$ cat src/rtl/mlb_pkg.sv
package mlb_pkg;
   typedef enum logic [2:0] {
      ST_IDLE, ST_SPLIT, ST_REQ, ST_RESP, ST_COMB, ST_WAKE, ST_WB
   } mlb_state_e;

   localparam logic [1:0] SZ_BYTE = 2'd0;
   localparam logic [1:0] SZ_HALF = 2'd1;
   localparam logic [1:0] SZ_WORD = 2'd2;
   localparam logic [1:0] SZ_DBL  = 2'd3;

   localparam logic [1:0] EXC_NONE     = 2'd0;
   localparam logic [1:0] EXC_MISALIGN = 2'd1;
   localparam logic [1:0] EXC_FAULT    = 2'd2;
endpackage

$ cat src/rtl/mlb_splitter.sv
module mlb_splitter #(
   parameter int ADDR_W        = 40,
   parameter int LINE_BYTES    = 16,
   parameter bit HALF_AS_BYTES = 1'b1
) (
   input  logic [ADDR_W-1:0] addr,
   input  logic [1:0]        size,
   output logic              straddles,
   output logic [ADDR_W-1:0] lo_addr,
   output logic [ADDR_W-1:0] hi_addr,
   output logic [1:0]        sub_size,
   output logic [2:0]        shift
);
   import mlb_pkg::*;
   localparam int OFF_W = $clog2(LINE_BYTES);

   logic [ADDR_W-1:0] nbytes;
   logic [ADDR_W-1:0] low_mask;
   logic [OFF_W:0]    end_off;
   logic [ADDR_W-1:0] base;

   assign nbytes   = ADDR_W'(1) << size;
   assign low_mask = nbytes - ADDR_W'(1);
   assign end_off  = {1'b0, addr[OFF_W-1:0]} + nbytes[OFF_W:0];
   assign straddles = (|(addr & low_mask)) && (end_off > (OFF_W+1)'(LINE_BYTES));
   assign base     = addr & ~low_mask;

   generate
      if (HALF_AS_BYTES) begin : g_half_bytes
         always_comb begin
            if (size == SZ_HALF) begin
               lo_addr  = addr;
               hi_addr  = addr + ADDR_W'(1);
               sub_size = SZ_BYTE;
               shift    = 3'd0;
            end else begin
               lo_addr  = base;
               hi_addr  = base + nbytes;
               sub_size = size;
               shift    = addr[2:0] & low_mask[2:0];
            end
         end
      end else begin : g_half_aligned
         always_comb begin
            lo_addr  = base;
            hi_addr  = base + nbytes;
            sub_size = size;
            shift    = addr[2:0] & low_mask[2:0];
         end
      end
   endgenerate
endmodule

$ cat src/rtl/mlb_merger.sv
module mlb_merger #(
   parameter int XLEN = 64
) (
   input  logic [XLEN-1:0] lo_data,
   input  logic [XLEN-1:0] hi_data,
   input  logic [1:0]      sub_size,
   input  logic [1:0]      size,
   input  logic [2:0]      shift,
   input  logic            is_unsigned,
   output logic [XLEN-1:0] result
);
   import mlb_pkg::*;

   logic [XLEN-1:0]   frag_mask;
   logic [2*XLEN-1:0] joined;
   logic [2*XLEN-1:0] aligned;
   logic [XLEN-1:0]   raw;
   logic              sext;

   assign frag_mask = {XLEN{1'b1}} >> (XLEN - (8 << sub_size));
   assign joined    = ({{XLEN{1'b0}}, hi_data & frag_mask} << (8 << sub_size))
                    | {{XLEN{1'b0}}, lo_data & frag_mask};
   assign aligned   = joined >> {shift, 3'b000};
   assign raw       = aligned[XLEN-1:0];

   always_comb begin
      sext = 1'b0;
      unique case (size)
         SZ_BYTE: begin sext = ~is_unsigned & raw[7];  result = {{(XLEN-8){sext}},  raw[7:0]};  end
         SZ_HALF: begin sext = ~is_unsigned & raw[15]; result = {{(XLEN-16){sext}}, raw[15:0]}; end
         SZ_WORD: begin sext = ~is_unsigned & raw[31]; result = {{(XLEN-32){sext}}, raw[31:0]}; end
         default: result = raw;
      endcase
   end
endmodule

$ cat src/rtl/misalign_load_buffer.sv
module misalign_load_buffer #(
   parameter int XLEN          = 64,
   parameter int ADDR_W        = 40,
   parameter int AGE_W         = 8,
   parameter int LINE_BYTES    = 16,
   parameter bit HALF_AS_BYTES = 1'b1
) (
   input  logic              clk,
   input  logic              rst_n,
   input  logic              enq_valid,
   output logic              enq_ready,
   input  logic [ADDR_W-1:0] enq_addr,
   input  logic [1:0]        enq_size,
   input  logic              enq_unsigned,
   input  logic              enq_vec,
   input  logic              enq_device,
   input  logic [AGE_W-1:0]  enq_age,
   input  logic              redirect_valid,
   input  logic [AGE_W-1:0]  redirect_age,
   output logic              split_req_valid,
   input  logic              split_req_ready,
   output logic [ADDR_W-1:0] split_req_addr,
   output logic [1:0]        split_req_size,
   output logic              split_req_hi,
   input  logic              split_resp_valid,
   input  logic              split_resp_replay,
   input  logic              split_resp_exc,
   input  logic              split_resp_wake,
   input  logic [XLEN-1:0]   split_resp_data,
   output logic              wake_valid,
   input  logic              other_wb_busy,
   input  logic              other_vwb_busy,
   output logic              wb_valid,
   input  logic              wb_ready,
   output logic              vwb_valid,
   input  logic              vwb_ready,
   output logic [XLEN-1:0]   wb_data,
   output logic [1:0]        wb_exc,
   output logic [AGE_W-1:0]  wb_age,
   output logic              full
);
   import mlb_pkg::*;

   generate
      if (XLEN != 64) begin : g_bad_xlen
         $error("misalign_load_buffer: XLEN must be 64");
      end
      if (LINE_BYTES < 8 || (LINE_BYTES & (LINE_BYTES - 1)) != 0) begin : g_bad_line
         $error("misalign_load_buffer: LINE_BYTES must be a power of two, at least 8");
      end
      if (AGE_W < 1 || ADDR_W <= $clog2(LINE_BYTES)) begin : g_bad_w
         $error("misalign_load_buffer: bad AGE_W or ADDR_W");
      end
   endgenerate

   mlb_state_e        state_q;
   logic [ADDR_W-1:0] lo_addr_q, hi_addr_q;
   logic [1:0]        size_q, sub_size_q, exc_q;
   logic [2:0]        shift_q;
   logic              uns_q, vec_q, dev_q, hi_sel_q;
   logic [AGE_W-1:0]  age_q;
   logic [XLEN-1:0]   lo_q, hi_q, result_q;

   logic              enq_straddles;
   logic [ADDR_W-1:0] enq_lo, enq_hi;
   logic [1:0]        enq_sub_size;
   logic [2:0]        enq_shift;
   logic [XLEN-1:0]   merged;
   logic              flush, resp_sub, wb_fire;

   mlb_splitter #(.ADDR_W(ADDR_W), .LINE_BYTES(LINE_BYTES), .HALF_AS_BYTES(HALF_AS_BYTES)) u_split (
      .addr(enq_addr), .size(enq_size), .straddles(enq_straddles),
      .lo_addr(enq_lo), .hi_addr(enq_hi), .sub_size(enq_sub_size), .shift(enq_shift)
   );

   mlb_merger #(.XLEN(XLEN)) u_merge (
      .lo_data(lo_q), .hi_data(hi_q), .sub_size(sub_size_q), .size(size_q),
      .shift(shift_q), .is_unsigned(uns_q), .result(merged)
   );

   assign full            = (state_q != ST_IDLE);
   assign flush           = redirect_valid && full && (age_q >= redirect_age);
   assign enq_ready       = (state_q == ST_IDLE) && !redirect_valid && enq_straddles;
   assign split_req_valid = (state_q == ST_REQ);
   assign split_req_addr  = hi_sel_q ? hi_addr_q : lo_addr_q;
   assign split_req_size  = sub_size_q;
   assign split_req_hi    = hi_sel_q;
   assign wake_valid      = (state_q == ST_COMB);
   assign resp_sub        = split_resp_valid && !split_resp_wake;
   assign wb_valid        = (state_q == ST_WB) && !vec_q && !other_wb_busy;
   assign vwb_valid       = (state_q == ST_WB) && vec_q && !other_vwb_busy;
   assign wb_fire         = (wb_valid && wb_ready) || (vwb_valid && vwb_ready);
   assign wb_data         = result_q;
   assign wb_exc          = exc_q;
   assign wb_age          = age_q;

   always_ff @(posedge clk or negedge rst_n) begin
      if (!rst_n) begin
         state_q    <= ST_IDLE;
         lo_addr_q  <= '0;
         hi_addr_q  <= '0;
         size_q     <= SZ_BYTE;
         sub_size_q <= SZ_BYTE;
         shift_q    <= '0;
         uns_q      <= 1'b0;
         vec_q      <= 1'b0;
         dev_q      <= 1'b0;
         hi_sel_q   <= 1'b0;
         age_q      <= '0;
         exc_q      <= EXC_NONE;
         lo_q       <= '0;
         hi_q       <= '0;
         result_q   <= '0;
      end else if (flush) begin
         state_q  <= ST_IDLE;
         hi_sel_q <= 1'b0;
         exc_q    <= EXC_NONE;
      end else begin
         unique case (state_q)
            ST_IDLE: if (enq_valid && enq_ready) begin
               lo_addr_q  <= enq_lo;
               hi_addr_q  <= enq_hi;
               size_q     <= enq_size;
               sub_size_q <= enq_sub_size;
               shift_q    <= enq_shift;
               uns_q      <= enq_unsigned;
               vec_q      <= enq_vec;
               dev_q      <= enq_device;
               age_q      <= enq_age;
               hi_sel_q   <= 1'b0;
               exc_q      <= EXC_NONE;
               state_q    <= ST_SPLIT;
            end
            ST_SPLIT: begin
               if (dev_q) begin
                  exc_q    <= EXC_MISALIGN;
                  result_q <= '0;
                  state_q  <= ST_WB;
               end else begin
                  state_q  <= ST_REQ;
               end
            end
            ST_REQ: if (split_req_ready) state_q <= ST_RESP;
            ST_RESP: if (resp_sub) begin
               if (split_resp_replay) begin
                  state_q <= ST_REQ;
               end else if (split_resp_exc) begin
                  exc_q    <= EXC_FAULT;
                  result_q <= '0;
                  state_q  <= ST_WB;
               end else if (!hi_sel_q) begin
                  lo_q     <= split_resp_data;
                  hi_sel_q <= 1'b1;
                  state_q  <= ST_REQ;
               end else begin
                  hi_q    <= split_resp_data;
                  state_q <= ST_COMB;
               end
            end
            ST_COMB: begin
               result_q <= merged;
               state_q  <= ST_WAKE;
            end
            ST_WAKE: if (split_resp_valid && split_resp_wake) state_q <= ST_WB;
            ST_WB: if (wb_fire) state_q <= ST_IDLE;
            default: state_q <= ST_IDLE;
         endcase
      end
   end

   p_quiet_idle_r1: assert property (@(posedge clk) disable iff (!rst_n)
      !full |-> (!split_req_valid && !wake_valid && !wb_valid && !vwb_valid));
   p_no_enq_when_full_r2: assert property (@(posedge clk) disable iff (!rst_n)
      full |-> !enq_ready);
   p_enq_fills_r2: assert property (@(posedge clk) disable iff (!rst_n)
      (enq_valid && enq_ready) |=> full);
   p_req_hold_r3: assert property (@(posedge clk) disable iff (!rst_n)
      (split_req_valid && !split_req_ready && !flush) |=> (split_req_valid && $stable(split_req_addr)));
   p_wake_pulse_r7: assert property (@(posedge clk) disable iff (!rst_n)
      wake_valid |=> !wake_valid);
   p_wb_yield_r8: assert property (@(posedge clk) disable iff (!rst_n)
      other_wb_busy |-> !wb_valid);
   p_vwb_yield_r8: assert property (@(posedge clk) disable iff (!rst_n)
      other_vwb_busy |-> !vwb_valid);
   p_one_port_r8: assert property (@(posedge clk) disable iff (!rst_n)
      $onehot0({wb_valid, vwb_valid}));
   p_flush_empties_r10: assert property (@(posedge clk) disable iff (!rst_n)
      flush |=> (!full && !split_req_valid));
endmodule

$ cat config.mk
export PLATFORM = sky130hd
export DESIGN_NAME = misalign_load_buffer
export DESIGN_NICKNAME = d
export VERILOG_FILES = /design/src/rtl/mlb_pkg.sv /design/src/rtl/mlb_splitter.sv /design/src/rtl/mlb_merger.sv /design/src/rtl/misalign_load_buffer.sv
export SDC_FILE = /design/constraint.sdc
export NUM_CORES = 1
export LEC_CHECK = 0
export ABC_AREA = 1
export CAP_MARGIN = 20
export CORE_MARGIN = 4
export CORE_UTILIZATION = 49
export CTS_CLUSTER_DIAMETER = 80
export CTS_CLUSTER_SIZE = 24
export DETAILED_ROUTE_END_ITERATION = 16
export PLACE_DENSITY = 0.88
export SYNTH_ARGS = -nofsm -noshare
export SYNTH_HDL_FRONTEND = slang
export SYNTH_SLANG_ARGS = --single-unit
$ cat constraint.sdc
create_clock -name clk -period 4 [get_ports clk]
set_input_delay 1.2 -clock clk [delete_from_list [all_inputs] [get_ports clk]]
set_output_delay 1.2 -clock clk [all_outputs]
set_load 0.03 [all_outputs]
==> results of run 1 <==
-- power groups by stage --
stage	Sequential (W)	Clock [W]	Combinational [W]
global route	0.00445	0.00227	0.00886
finish	0.00436	0.00214	0.00821
global placement	0.00436	0	0.00794
detailed placement	0.00439	0	0.00803
floorplan	0.00442	0	0.00494
CTS	0.00435	0.00216	0.00809
-- worst max-delay path, stage by stage --
cell and delay [ps]:
clkdlybuf4s50_1 530, buf_4 190, inv_1 60, o21ai_0 220, nor2_1 100, a21oi_2 150, nand2_2 80, inv_1 70
buf_6 130
-- cells in the final DEF, fill, tap and decap left out, types with 19 or more instances in the layout --
master	netlist	layout
inv_1	279	276
buf_4	8	81
clkbuf_16	0	19
nor2_1	172	170
clkdlybuf4s50_1	0	254
nand3_1	273	273
dfrtp_1	288	285
o21ai_0	327	327
a21oi_1	81	79
o211ai_1	81	81
nand2_1	926	922
nand4_1	19	19
-- metal layers --
metal  routed length, um  vias up  part of all wire, %
met5                  29        -                0.042
met4                3790        4                  5.5
met3                5430      206                  7.9
met2               31800     1011                   46
met1               27900     9321                   40
li1                    -     9288                    -
-- kinds of logic (layout without fill, tap and decap cells) --
group           Yosys count  in the layout
fa+ha+maj                17             17
flops                   288            288
buf+inv                 455            676
compound gates          532            532
xor+xnor                  7              7
mux                       4              4
other cells               0              2
simple gates           1442           1442
-- state kept, by name (all words and copies together), names as in the netlist --
signal	cells
hi_addr_q	40
wb_data	64
uns_q	1
split_req_hi	1
hi_q	56
state_q	3
shift_q	3
lo_addr_q	40
dev_q	1
lo_q	64
wb_exc	2
wb_age	8
vec_q	1
size_q	2
split_req_size	2
-- worst max-delay path by stage --
| stage | to | slack [ps] | from | cells after the start |
|---|---|---|---|---|
| after floorplan | enq_ready | 20 | enq_size[0] | 11 |
| after global placement | enq_ready | -270 | enq_size[0] | 10 |
| after detailed placement | enq_ready | -290 | enq_addr[0] | 9 |
| after CTS | enq_ready | 0.6 | enq_size[1] | 11 |
| after global routing | enq_ready | -20 | enq_addr[2] | 9 |
| final | enq_ready | 70 | enq_addr[2] | 9 |
-- stage by stage --
| step | util, % | instances | hold WS, ps |
|---|---|---|---|
| after floorplan | - | 2745 | 443 |
| after global placement | 58.8 | 3398 | 460 |
| after detailed placement | 58.8 | 3398 | 465 |
| after CTS | 60.7 | 3433 | 489 |
| after global routing | 60.8 | 3434 | 516 |
| final | 60.8 | 3436 | 487 |
-- area by class of cell --
cell class	instances	area (sq um)
antenna	2	5.00
clock buffer	20	489
clock inverter	11	143
fill	3313	14400
inverter	290	1090
multi-input combinational	2002	9320
sequential	288	7210
tap	468	586
timing repair buffer	355	3470
-- what timing repair did --
action,CTS,global route
pin swaps,8,6
cloned,0,0
setup endpoints to repair,1,1
setup buffers,4,1
resized for setup,14,10
==> metrics.cfg, run 1 <==
[critical_path]
cp-end-kind = output pin
worst-setup-path-type = input pin to output pin
r2r-start = split_req_size[1]
cp_max_fo = 8
rrSetupSlack_ps = 930
worstPathRequired_ps = 2800
rr_endpoint = wb_data[31]
critPathArrivalTime_ps = 2730
reg2reg_depth = 13
start_kind = input pin

[timing]
fin_ws_ps = 71.1
slew_viol_final = 0
finalSetupViolCount = 0
min_period_ps = 3930
finalCritPeriodShare_pct = 98.2
clock.fmax_mhz = 255
tns_ps = 0
worst_pin_slew_ps = 814
finalHoldViolCount = 0
worst_clock_skew_ps = 25.1
relSlewSlack_pct = 45.6

[pwr]
ir_drop_mv = 0.704
p_sw_share_pct = 49.5
power_w = 0.0147
leakage_nw = 10.8
combinationalPowerShare_pct = 55.8
clockPowerShare_pct = 14.5
powerDensity_nw_per_um2 = 659
internal_power_w = 0.00743
power_frac_seq_pct = 29.7
p_sw_w = 0.00728

[synth]
synthMuxAreaShare_pct = 0.239
synth-simple-area-share_pct = 32.6
synth_commonest_cells = nand2_1, o21ai_0, dfrtp_1
syn_avg_cell_area_sq_um = 6.67
ys_warn_count = 0
ys_seq_elements = 288
syn_nets = 2900
synthArstFlopShare_pct = 100
syn-cell-area_sq_um = 18300
synth_top_family_by_area = simple AND/OR/NAND/NOR gates
synth_fa_ha_area_share_pct = 1.20
synth_most_common_cell = nand2_1
netlist_instances = 2745
yosysSeqAreaShare_pct = 39.4
yosysTopAreaCell = dfrtp_1
synth.top_cell.area_share_pct = 39.4
synth.distinct_cells = 46
synthXorXnorAreaFrac_pct = 0.335
ys.flop_type = dfrtp_1
synth_edf_count = 0
synth-compound-area-share_pct = 16.2
synthTopCellsByArea = dfrtp_1, nand2_1, o21ai_0

[global_route]
grt_pass1_wl_um = 108000
grt_use_total_pct = 33.1
grt_max_degree = 75
grt.overflow.total = 0
first_global_vias = 19300
use_met2_pct = 54.7
grtUsageMet3_pct = 4.92
antenna_found_initial = 3
top_usage_layer = met2
gr-usage-met1_pct = 43.4

[floorplan]
core_area_sq_um = 36700
start_util_pct = 49.9
pin_count = 261
die_h_um = 201
die_x_um = 201
rows = 70
die_area_sq_um = 40500

[clocking]
clock-sinks = 288
htreeDepth = 1
cts_buffers = 19
cts_tree = yes
clkTransAtPathRegs_ps = 70
clk_latency_ps = 550
cts_buffer_depth = 3
cts_root_buffer = clkbuf_16
ctsHoldBuffers = 0

[route]
firstDrtPassIters = 6
routed_via_density = 5.77
ant_nets = 0
drtIter0Drc = 2003
via_count = 19800
wire_per_inst_um = 20.1
drcViolationCount = 0
wirelength_um = 68900

[placed_design]
place_area_sq_um = 21600
place_hpwl_um = 52500
io_buffers = 260
pre_cts_ws_ps = -286
gp_congestion = 1.00

[cells_and_area]
fin_area_sq_um = 22300
fin_nets = 3111
syn_to_final_growth_pct = 21.9
layout-drive-gt1-share_pct = 6.51

[run]
cap_violations = 0

[hold_path]
hold-path-endpoint = wb_data[46]
hold-path-cell-count = 2
hp-start = wb_data[46]
hold_class = register to register

[status]
outcome = finished, final reports clean

Power figures use the tool's default switching activity.
==> run 2: changes to the inputs <==
--- a/config.mk
+++ b/config.mk
@@ -8,11 +8,12 @@
 export ABC_AREA = 1
 export CAP_MARGIN = 20
 export CORE_MARGIN = 4
-export CORE_UTILIZATION = 49
-export CTS_CLUSTER_DIAMETER = 80
+export CORE_UTILIZATION = 25
+export CTS_CLUSTER_DIAMETER = 150
 export CTS_CLUSTER_SIZE = 24
 export DETAILED_ROUTE_END_ITERATION = 16
-export PLACE_DENSITY = 0.88
+export HOLD_SLACK_MARGIN = 0.08
+export PLACE_DENSITY = 0.56
 export SYNTH_ARGS = -nofsm -noshare
 export SYNTH_HDL_FRONTEND = slang
 export SYNTH_SLANG_ARGS = --single-unit
==> run 2 against run 1 <==
Critical path depth is 1 higher. Non-clock buffer count grew 20. Critical endpoint unchanged. Design area increased by 2.7%. Combinational power decreased by 1%. Count of clock-buffer cells in the layout is 3 lower. Largest power group unchanged. Power decreased by 3.6%. Fmax is 1.9% higher. Flip-flop and latch count stayed put. Via count is 5.5% lower. Global-route usage is 15 points lower. Utilization is 29 points lower. Clock power decreased by 21%.
==> metrics.cfg, run 2 (same netlist as run 1, synthesis figures left out) <==
[timing]
min_period_ps = 3850  ; -74.6 ps
relSlewSlack_pct = 50.7  ; +5.1 points
tns_ps = 0  ; unchanged
whs_ps = 487  ; +0.516 ps
worst_clock_skew_ps = 12.2  ; -12.9 ps
rsz0062_at_grt = no
clock.fmax_mhz = 259  ; +1.9%
finalHoldViolCount = 0  ; unchanged
fin_ws_ps = 146  ; +74.6 ps
finalSetupViolCount = 0  ; unchanged
worst_pin_slew_ps = 739  ; -75.4 ps
slew_viol_final = 0  ; unchanged
finalCritPeriodShare_pct = 96.4  ; -1.9 points

[floorplan]
pin_count = 261  ; unchanged
die_h_um = 279  ; +38%
start_util_pct = 25.4  ; -24 points
die_area_sq_um = 77600  ; +92%
die_x_um = 279  ; +38%
rows = 98  ; +40%
core_area_sq_um = 72000  ; +96%

[global_route]
grt_max_degree = 100  ; +33%
grt.overflow.total = 0  ; unchanged
antenna_found_initial = 6  ; +3
grt_use_total_pct = 17.9  ; -15 points
grt_pass1_wl_um = 109000  ; +0.87%
first_global_vias = 18200  ; -6.2%

[clocking]
cts_buffers = 15  ; -4
clkTransAtPathRegs_ps = 100  ; +30 ps
cts_tree = yes
clock-sinks = 288  ; unchanged
cts_buffer_depth = 3  ; unchanged
clk_latency_ps = 520  ; -30 ps
htreeDepth = 1  ; unchanged
cts_root_buffer = clkbuf_16

[placed_design]
place_area_sq_um = 22300  ; +3.4%
io_buffers = 260  ; unchanged
pre_cts_ws_ps = -260  ; +26.7 ps
place_hpwl_um = 55500  ; +5.7%
gp_congestion = 0.916  ; -8.6%

[critical_path]
critPathArrivalTime_ps = 2650  ; -80 ps
worstPathRequired_ps = 2800  ; about the same
start_kind = input pin
worst-setup-path-type = input pin to output pin
cp_max_fo = 2  ; -6
cp-end-kind = output pin

[route]
drtIter0Drc = 1633  ; -18%
wirelength_um = 71400  ; +3.7%
wire_per_inst_um = 18.2  ; -9.2%
via_count = 18700  ; -5.5%
ant_nets = 0  ; unchanged
drcViolationCount = 0  ; unchanged
firstDrtPassIters = 6  ; unchanged
routed_via_density = 4.78  ; -17%

[cells_and_area]
most-common-layout-cells = nand2_1, o21ai_0, dfrtp_1, inv_1, nand3_1
fillers = 7917  ; +140%
syn_to_final_growth_pct = 25.1
fin_area_sq_um = 22900  ; +2.7%
final_common_cell = nand2_1
fin_nets = 3127  ; +0.51%
layout-drive-gt1-share_pct = 6.66  ; +0.16 points

[pwr]
powerDensity_nw_per_um2 = 619  ; -6.1%
leakage_nw = 10.8  ; -0.11%
ir_drop_mv = 0.475  ; -33%
power_w = 0.0142  ; -3.6%

[run]
cap_violations = 0  ; unchanged

[hold_path]
hold_class = register to register

[status]
outcome = finished, final reports clean

==> run 2: stage by stage <==
stage / utilization, % / instances
finish: 31.8 / 3923
global route: 31.8 / 3922
CTS: 31.7 / 3917
detailed placement: 31.0 / 3889
global placement: 31.0 / 3889
floorplan: - / 2745
==> run 2: power by group <==
part           internal [W]  total [W]  switching [W]  leakage, nW
registers           0.00373    0.00439       0.000661         3.80
clock network      0.000688    0.00170        0.00101        0.187
logic               0.00273    0.00809        0.00536         6.83
==> run 2: what timing repair did <==
| action | in CTS | in global routing |
|---|---|---|
| pin swaps | 12 | 8 |
| hold buffers | 0 | 0 |
| endpoints found under the setup margin | 1 | 71 |
| gates resized for setup | 15 | 12 |
| setup buffers | 11 | 5 |
==> run 2: area by class of cell <==
class	instances	area (sq um)	area share (%)
clock buffer	17	383	1.67
sequential	288	7210	31.5
multi-input combinational	2002	9360	40.8
tap	950	1190	5.19
inverter	290	1090	4.76
antenna	1	2.50	0.0109
timing repair buffer	375	3670	16.0
==> run 2: layer usage <==
layer / wire length, um / GRT usage [%]
met5: 57 / 0
met2: 34100 / 30.6
met1: 31000 / 23.7
met4: 1970 / 4.41
met3: 4360 / 2.60
==> run 2: worst paths after layout <==
check / from / to / slack (ps) / depth (start not counted)
max: enq_addr[0] / enq_ready / 150 / 10
min: wb_data[47] / wb_data[47] / 490 / 2
max reg2reg: split_req_size[1] / wb_data[20] / 890 / 12
min reg2reg: wb_data[47] / wb_data[47] / 490 / 2
max in group asynchronous: rst_n / hi_addr_q[32] / 2460 / 2
min in group asynchronous: rst_n / lo_q[17] / 630 / 1
==> run 2: worst max-delay path, stage by stage <==
cell	delay [ps]
dlygate4sd2_1	250
ha_2	200
fa_2	530
inv_2	30
nand2_1	40
nor2_1	40
nand3_1	90
nand2_1	60
inv_1	70
buf_6	130
==> run 3: changes to the inputs <==
--- a/config.mk
+++ b/config.mk
@@ -12,8 +12,10 @@
 export CTS_CLUSTER_DIAMETER = 150
 export CTS_CLUSTER_SIZE = 24
 export DETAILED_ROUTE_END_ITERATION = 16
+export DONT_BUFFER_PORTS = 1
 export HOLD_SLACK_MARGIN = 0.08
-export PLACE_DENSITY = 0.56
+export PLACE_DENSITY = 0.52
+export RECOVER_POWER = 50
 export SYNTH_ARGS = -nofsm -noshare
 export SYNTH_HDL_FRONTEND = slang
 export SYNTH_SLANG_ARGS = --single-unit
==> run 3 against run 2 <==
Count of clock-buffer cells in the layout increased by 3. Design area fell by 13%. Via count down 5.8%. Sequential power is 5.5% higher. Clock power increased by 15%.
==> metrics.cfg, run 3 (same netlist as run 1, synthesis figures left out) <==
[critical_path]
cp-end-kind = output pin
start_kind = input pin
cp_max_fo = 9  ; +7
worstPathRequired_ps = 2800  ; about the same
worst-setup-path-type = input pin to output pin
critPathArrivalTime_ps = 2600  ; -50 ps

[timing]
finalSetupViolCount = 0  ; unchanged
rsz0062_at_grt = no
worst_pin_slew_ps = 1010  ; +269 ps
slew_viol_final = 0  ; unchanged
tns_ps = 0  ; unchanged
min_period_ps = 3800  ; -58.7 ps
relSlewSlack_pct = 32.8  ; -18 points
whs_ps = 363  ; -125 ps
fin_ws_ps = 204  ; +58.7 ps
finalHoldViolCount = 0  ; unchanged
clock.fmax_mhz = 263  ; +1.5%
finalCritPeriodShare_pct = 94.9  ; -1.5 points
worst_clock_skew_ps = 16.5  ; +4.23 ps

[clocking]
ctsHoldBuffers = 0  ; unchanged
cts_setup_buffers = 0  ; -11
cts_tree = yes
clock-sinks = 288  ; unchanged
htreeDepth = 1  ; unchanged
ctsResizeCount = 0  ; -15
clk_latency_ps = 550  ; +30 ps
clkTransAtPathRegs_ps = 90  ; about the same
cts_buffers = 16  ; +1
cts_root_buffer = clkbuf_16
cts_buffer_depth = 3  ; unchanged

[route]
wire_per_inst_um = 19.4  ; +6.5%
wirelength_um = 70600  ; -1.2%
ant_nets = 0  ; unchanged
via_count = 17700  ; -5.8%
drtIter0Drc = 1614  ; -1.2%
drcViolationCount = 0  ; unchanged
firstDrtPassIters = 7  ; +1
routed_via_density = 4.85  ; +1.6%

[run]
cap_violations = 0  ; unchanged

[floorplan]
rows = 98  ; unchanged
core_area_sq_um = 72000  ; unchanged
die_x_um = 279  ; unchanged
die_h_um = 279  ; unchanged
start_util_pct = 25.4  ; unchanged
pin_count = 261  ; unchanged
die_area_sq_um = 77600  ; unchanged

[cells_and_area]
fillers = 8055  ; +1.7%
ff_latch_area_sq_um = 7210  ; about the same
fin_nets = 2834  ; -9.4%
most-common-layout-cells = nand2_1, o21ai_0, dfrtp_1, inv_1, nand3_1
multi_input_area_sq_um = 9290  ; -0.75%
final_cells = 3637  ; -7.3%
syn_to_final_growth_pct = 8.97
layout-drive-gt1-share_pct = 5.77  ; -0.89 points
final_common_cell = nand2_1

[pwr]
powerDensity_nw_per_um2 = 684  ; +10%
ir_drop_mv = 0.485  ; +2.1%
power_w = 0.0136  ; -3.9%
leakage_nw = 9.66  ; -11%

[global_route]
grt_use_total_pct = 17.5  ; -0.32 points
grt.overflow.total = 0  ; unchanged
grt_pass1_wl_um = 107000  ; -2.6%
grt_max_degree = 289  ; +190%
antenna_found_initial = 7  ; +1
first_global_vias = 16800  ; -7.2%

[status]
outcome = finished, final reports clean

[placed_design]
dp_cells = 3611  ; -7.1%
io_buffers = 0  ; -100%
place_hpwl_um = 53100  ; -4.2%
gp_congestion = 0.918  ; +0.24%
pre_cts_ws_ps = 193  ; +452 ps

[hold_path]
hold_class = input pin to async pin

==> run 3: cell types whose count changed in the layout (fill, tap and decap cells not counted), moves of 3 or more <==
cell / previous run / this run
buf_4: 96 / 76
buf_12: 16 / 5
ha_4: 3 / 0
ha_1: 12 / 16
buf_6: 4 / 0
inv_2: 14 / 11
clkdlybuf4s50_1: 254 / 0
==> run 3: worst paths after layout <==
path	start	end	slack, ps	cells after the start
max	enq_size[0]	enq_ready	200	9
min	rst_n	lo_q[9]	360	0
max reg2reg	split_req_size[1]	wb_data[42]	840	11
min reg2reg	lo_q[18]	lo_q[18]	490	2
max in group asynchronous	rst_n	lo_addr_q[28]	2840	0
min in group clk	lo_q[18]	lo_q[18]	490	2
==> run 3: power by group <==
part	switching (W)	total, W	internal [W]
combinational	0.00493	0.00705	0.00212
clock	0.00110	0.00196	0.000858
sequential	0.000906	0.00463	0.00373
total	0.00693	0.0136	0.00670
==> run 3: cell type report <==
class,count,area share [%]
multi-input combinational,2002,46.5
antenna,3,0.0376
tap,950,5.96
sequential,288,36.2
inverter,290,5.47
clock inverter,3,0.289
clock buffer,20,2.19
timing repair buffer,81,3.36
==> run 3: stage by stage <==
stage	area [sq um]	utilization [%]
after floorplan	18300	-
after CTS	19900	27.7
final	19900	27.7
after global routing	19900	27.7
after detailed placement	19400	27.0
after global placement	19400	27.0
==> run 3: critical path, cell delays in order <==
cell and delay [ps]:
nor2_1 120, ha_1 210, fa_1 430, inv_1 70, nand2_1 40, nor2_1 100
nand3_1 140, nand2_1 140, inv_1 150
==> run 3: layer usage <==
layer  vias to the layer above  share of wire, %  track usage, %  routed length, um
met3                        92               6.5            3.52               4600
li1                       8739                 -               -                  -
met5                         -             0.068               0                 48
met1                      8300                43            22.7              30100
met4                         8               3.3            4.93               2330
met2                       515                47            29.8              33500
